`src/rtl/tfir_pkg.sv`:
```
`timescale 1ns/1ps
package tfir_pkg;
   localparam int TAPS_DEF = 25;
   localparam int CW_DEF   = 16;

   // Symmetric triangle of magnitudes, every fourth weight negated.
   function automatic logic [TAPS_DEF*CW_DEF-1:0] default_coef_vec();
      logic [TAPS_DEF*CW_DEF-1:0] v;
      int mag;
      v = '0;
      for (int k = 0; k < TAPS_DEF; k++) begin
         mag = (k <= TAPS_DEF/2) ? 2000*(k+1) : 2000*(TAPS_DEF-k);
         if (k % 4 == 3) mag = -mag;
         v[k*CW_DEF +: CW_DEF] = CW_DEF'(mag);
      end
      return v;
   endfunction
endpackage

```
`src/rtl/tfir_tap.sv`:
```
`timescale 1ns/1ps
// One broadcast tap: product of the shared sample and a fixed weight,
// added to the sum arriving from the far side, then registered.
module tfir_tap #(
   parameter int XW = 16,
   parameter int CW = 16,
   parameter int AW = 37,
   parameter logic [CW-1:0] COEF_VAL = '0
) (
   input  logic                 clk,
   input  logic                 arst,
   input  logic signed [XW-1:0] x_b,
   input  logic signed [AW-1:0] sum_in,
   output logic signed [AW-1:0] sum_q
);
   localparam int PW = XW + CW;
   localparam logic signed [CW-1:0] C_S = COEF_VAL;

   logic signed [PW-1:0] prod;
   assign prod = x_b * C_S;

   always_ff @(posedge clk or posedge arst) begin
      if (arst) sum_q <= '0;
      else      sum_q <= AW'(prod) + sum_in;
   end
endmodule

```
`src/rtl/tfir_outstage.sv`:
```
`timescale 1ns/1ps
// Output tap: adds the b0 product, rounds half up, clamps or wraps, registers.
module tfir_outstage #(
   parameter int XW       = 16,
   parameter int CW       = 16,
   parameter int AW       = 37,
   parameter int YW       = 17,
   parameter int SHIFT    = 15,
   parameter bit SATURATE = 1'b1,
   parameter logic [CW-1:0] COEF_VAL = '0
) (
   input  logic                 clk,
   input  logic                 arst,
   input  logic signed [XW-1:0] x_b,
   input  logic signed [AW-1:0] chain_in,
   output logic        [YW-1:0] y_q
);
   localparam int PW = XW + CW;
   localparam logic signed [CW-1:0] C_S  = COEF_VAL;
   localparam logic signed [AW-1:0] HALF = AW'(1) <<< (SHIFT-1);
   localparam logic signed [AW-1:0] Y_HI = (AW'(1) <<< (YW-1)) - AW'(1);
   localparam logic signed [AW-1:0] Y_LO = -(AW'(1) <<< (YW-1));

   logic signed [PW-1:0] prod;
   logic signed [AW-1:0] total, scaled;
   logic        [YW-1:0] y_next;

   assign prod   = x_b * C_S;
   assign total  = AW'(prod) + chain_in;
   assign scaled = (total + HALF) >>> SHIFT;

   generate
      if (SATURATE) begin : g_clamp
         always_comb begin
            if (scaled > Y_HI)      y_next = Y_HI[YW-1:0];
            else if (scaled < Y_LO) y_next = Y_LO[YW-1:0];
            else                    y_next = scaled[YW-1:0];
         end
      end else begin : g_wrap
         assign y_next = scaled[YW-1:0];
      end
   endgenerate

   always_ff @(posedge clk or posedge arst) begin
      if (arst) y_q <= '0;
      else      y_q <= y_next;
   end
endmodule

```
`src/rtl/tfir_core.sv`:
```
`timescale 1ns/1ps
module tfir_core #(
   parameter int TAPS  = tfir_pkg::TAPS_DEF,
   parameter int XW    = 16,
   parameter int XF    = 15,
   parameter int CW    = tfir_pkg::CW_DEF,
   parameter int CF    = 15,
   parameter int YW    = 17,
   parameter int YF    = 15,
   parameter int GUARD = $clog2(TAPS),
   parameter bit SATURATE = 1'b1,
   parameter logic [TAPS*CW-1:0] COEF_VEC = tfir_pkg::default_coef_vec()
) (
   input  logic          clk,
   input  logic          arst,
   input  logic [XW-1:0] x_in,
   output logic [YW-1:0] y_out
);
   localparam int PW    = XW + CW;
   localparam int AW    = PW + GUARD;
   localparam int SHIFT = XF + CF - YF;

   generate
      if (TAPS < 2)               $error("tfir_core: TAPS must be at least 2");
      if (GUARD < $clog2(TAPS))   $error("tfir_core: GUARD too small for TAPS");
      if (SHIFT < 1)              $error("tfir_core: output keeps too many fraction bits");
      if (YW > AW - SHIFT)        $error("tfir_core: YW exceeds accumulator range");
   endgenerate

   logic signed [XW-1:0] x_q;
   logic signed [AW-1:0] chain [1:TAPS];

   always_ff @(posedge clk or posedge arst) begin
      if (arst) x_q <= '0;
      else      x_q <= signed'(x_in);
   end

   assign chain[TAPS] = '0;

   // Tap k holds the sum of b_k..b_{TAPS-1} terms; far end takes b_{TAPS-1}.
   generate
      for (genvar k = 1; k < TAPS; k++) begin : g_tap
         tfir_tap #(
            .XW(XW), .CW(CW), .AW(AW),
            .COEF_VAL(COEF_VEC[k*CW +: CW])
         ) u_tap (
            .clk(clk), .arst(arst), .x_b(x_q),
            .sum_in(chain[k+1]), .sum_q(chain[k])
         );
      end
   endgenerate

   tfir_outstage #(
      .XW(XW), .CW(CW), .AW(AW), .YW(YW), .SHIFT(SHIFT),
      .SATURATE(SATURATE), .COEF_VAL(COEF_VEC[CW-1:0])
   ) u_out (
      .clk(clk), .arst(arst), .x_b(x_q),
      .chain_in(chain[1]), .y_q(y_out)
   );
endmodule

```
`config.mk`:
```
export PLATFORM = sky130hd
export DESIGN_NAME = tfir_core
export DESIGN_NICKNAME = d
export VERILOG_FILES = /design/src/rtl/tfir_pkg.sv /design/src/rtl/tfir_tap.sv /design/src/rtl/tfir_outstage.sv /design/src/rtl/tfir_core.sv
export SDC_FILE = /design/constraint.sdc
export NUM_CORES = 2
export LEC_CHECK = 0
export ABC_AREA = 0
export BUFFER_PORTS_ARGS = -buffer_cell sky130_fd_sc_hd__buf_2
export CORE_MARGIN = 5
export CORE_UTILIZATION = 32
export CTS_CLUSTER_DIAMETER = 30
export DETAILED_ROUTE_END_ITERATION = 16
export PLACE_DENSITY = 0.48
export SYNTH_ARGS = -nofsm -noshare
export SYNTH_HDL_FRONTEND = slang
export SYNTH_SLANG_ARGS = --single-unit
```
`constraint.sdc`:
```
create_clock -name clk -period 49.1 [get_ports clk]
set_clock_uncertainty 0.1 [all_clocks]
set_input_delay 4.91 -clock clk [delete_from_list [all_inputs] [get_ports clk]]
set_output_delay 4.91 -clock clk [all_outputs]
set_load 0.01 [all_outputs]
```
==> results.md <==
* Mapped Nets at between 10k and 15k
* Critical Path Sink Type: register
* Largest family of logic cells by synthesized area: adder cells
* Setup TNS at 0 ns
* Post_cts resized at 0
* Die W at 518 um
* Initial antenna violation count at 43
* Final count of negative-setup-slack endpoints at 0
* Area delta synth->final at 17.7%
* Synth top area share at 24.3%
* I/O pins at 35
* Status: finished clean
* RR Startpoint: x_q[6]
* Core Area at ~260000 um^2
* Final Hold Viols at 0
* Hold Buf Count CTS at 0
* Die H at 518 um
* Grt total ovfl at 0
* CTS tree: yes
* Drt initial violations at 4374
* Syn_area_per_cell at around 9.5 um^2
* Min-delay src: g_tap[8].u_tap.sum_q[4]
* Met2 Routed Length at approximately 150000 um
* Sink Count at roughly 800
* DR top layer: met5
* Synth Flop Type: dfrtp_1
* Post-CTS setup buffers at 0
* DRC Markers at 0
* Adder-cell share of the synthesized area at 32.7%
* Deepest clock path buffer count at 4
* RSZ-0062 raised after global routing: no
* Worst-Margin Slew at 1.32 ns
* Synth Area in Simple Gates at 10.8%
* Pre-Repair DR Iteration Count at 6
* Global-route wire length before repair at between 400000 and 500000 um
* Final net count at about 11k
* Worst-skew pair later-pin latency at 0.92 ns
* Worst setup SP type: register
* Fillcell total at 25.4k
* Num CTS Buffers at 280
* Slowest CP cell: nor2b_1
* Post-synth EDFFs at 0
* Largest net degree at the start of global routing at 154
* Tightest Hold Check Type: register to register
* Number of global-route vias before repair at 70.9k
* Syn Std Cell Area at 82700 um^2
* Final ANT Viol Nets at 0
* DR WL met3 at between 15000 and 20000 um
* Metal1 wirelength at approximately 140000 um
* Via density at 5.28
* Worst path required time at ~50 ns
* Ratio of cells with drive above 1 in the final layout at 7.68%
* # rows at 186
* Initial Util at between 30% and 40%
* H-tree Lvls at 5
* Xor and xnor area share after synthesis at 9.60%
* Tcrit/Tclk final at 21.0%
* Minimum clock period at 10.32 ns
* Worst path arrival time at 10.98 ns
* CTS clock-pin slew for the worst setup and hold paths at around 0.040 ns
* Die footprint at ~270000 um^2
* Most common cell after layout, fill and taps aside: ha_1
* F_max at 96.9 MHz
* Compound-Gate Fraction of Synth Area at 17.5%
* I/O Buffers at 34
* Dpl hpwl at 259000 um
* Warnings, synthesis at 0
* Post-synth cell types at 96
* Crit path kind: register to register
* Crit. Startpoint: x_q[6]
* Worst path max stage delay at 0.61 ns
* Final WL at 316000 um
* Synth area leader: dfrtp_1
* Top cells by area, synth: dfrtp_1 24%, ha_1 21%, fa_1 12%, xnor2_1 7.0%, inv_1 4.5%
* RePlAce Congestion at 0.938
* Most frequent cells in the layout: 1364 x ha_1, 996 x inv_1, 800 x dfrtp_1, 684 x a21oi_1, 646 x xnor2_1
* Mapped Cells at a little under 9k
* Asr flop ratio synth at 100%
* Max_cap viols at 0
* Synthesized flop and latch total at 803
* GRT Total Usage at a little under a quarter
* Critical path peak fanout at 23
* Sequential element share of the synthesized area at 24.3%
* Clock root buffer: clkbuf_16
* Routed WL per cell at 24.9 um
* Slew Viols, Final at 0
* Slew HR at 11.1%
* Mux cell area share after synthesis at less than 1%
* DR vias at 67.0k
layer usage:
metal  global-route usage (%)  vias to the layer above
li1                         -                    31404
met1                     29.2                    33369
met2                     39.7                     1716
met3                     4.02                      526
met4                     8.02                        4
met5                        0                        -
state kept, by name, indices dropped and copies added, names as in the netlist:
register	count
x_q	16
u_out.y_q	17
g_tap.u_tap.sum_q	770
critical path, delay by kind of cell (launching register included):
kind | cells | cell delay (ns)
AOI/OAI and AO/OA | 10 | 3.48
adders and majority gates | 6 | 2.53
and+or+nand+nor | 5 | 1.68
buffers and inverters | 4 | 1.17
xor gates and xnor gates | 2 | 0.64
DFF | 1 | 0.31
muxes | 1 | 0.15
area by class of cell:
class                           instances  area (um^2)  area share [%]
Antenna cell                           11         27.5          0.0283
Tap cell                             3384         4230            4.35
Sequential cell                       803        20100            20.6
Clock buffer                          383         8060            8.28
Clock inverter                         97         1230            1.27
Inverter                              998         3750            3.85
Timing Repair Buffer                  154         1110            1.14
Multi-Input combinational cell       6853        58900            60.4
per-stage QoR:
stage,setup WS (ns),cell area [um^2],util (%),hold WS [ns],instances
2_1_floorplan,21.54,82700,-,0.231,8697
3_3_place_gp,38.88,88100,34.2,0.233,12192
3_5_place_dp,38.76,88100,34.2,0.235,12192
4_1_cts,38.77,97400,37.9,0.243,12672
5_1_grt,38.30,97400,37.9,0.245,12674
6_report,38.78,97400,37.9,0.240,12683
cells by family after synthesis:
| family | count (synthesis) |
|---|---|
| XOR/XNOR | 897 |
| adder cells (fa/ha/maj) | 1865 |
| flip-flops | 803 |
| AO/OA/AOI/OAI | 2240 |
| buffers and inverters | 1041 |
| multiplexers | 27 |
| AND/OR/NAND/NOR | 1824 |
path summary, 6_finish.rpt:
| kind | end | cells past startpoint | slack, ns |
|---|---|---|---|
| max in group asynchronous | g_tap[13].u_tap.sum_q[25] | 6 | 41.14 |
| max | g_tap[12].u_tap.sum_q[36] | 28 | 38.78 |
| min | g_tap[7].u_tap.sum_q[4] | 0 | 0.24 |
| min in group asynchronous | g_tap[1].u_tap.sum_q[11] | 2 | 3.99 |
| max reg2reg | g_tap[12].u_tap.sum_q[36] | 28 | 38.78 |
| min reg2reg | g_tap[7].u_tap.sum_q[4] | 0 | 0.24 |
Yosys cell counts, drive strengths merged, types with 15 or more instances:
library cell	number
a31oi	78
nand4	59
nand3	148
a21boi	19
a21oi	686
and3	91
nor2b	106
nand2	371
a31o	26
a221oi	15
xor2	231
o21bai	103
a2111oi	22
a311oi	20
xnor2	660
o2111ai	18
inv	998
nor3b	15
nand2b	110
fa	500
nor2	538
o21ai	405
o41ai	20
nor3	161
dfrtp	803
o21a	131
nor4	15
mux2i	23
o211ai	52
and2	56
clkbuf	36
o31a	21
a211o	27
a211oi	79
or3	55
a21o	349
ha	1365
a41oi	20
o31ai	33
or2	37
Power is not shown: default switching activity piles up to over one toggle a cycle in this logic, so the estimate is an artifact.
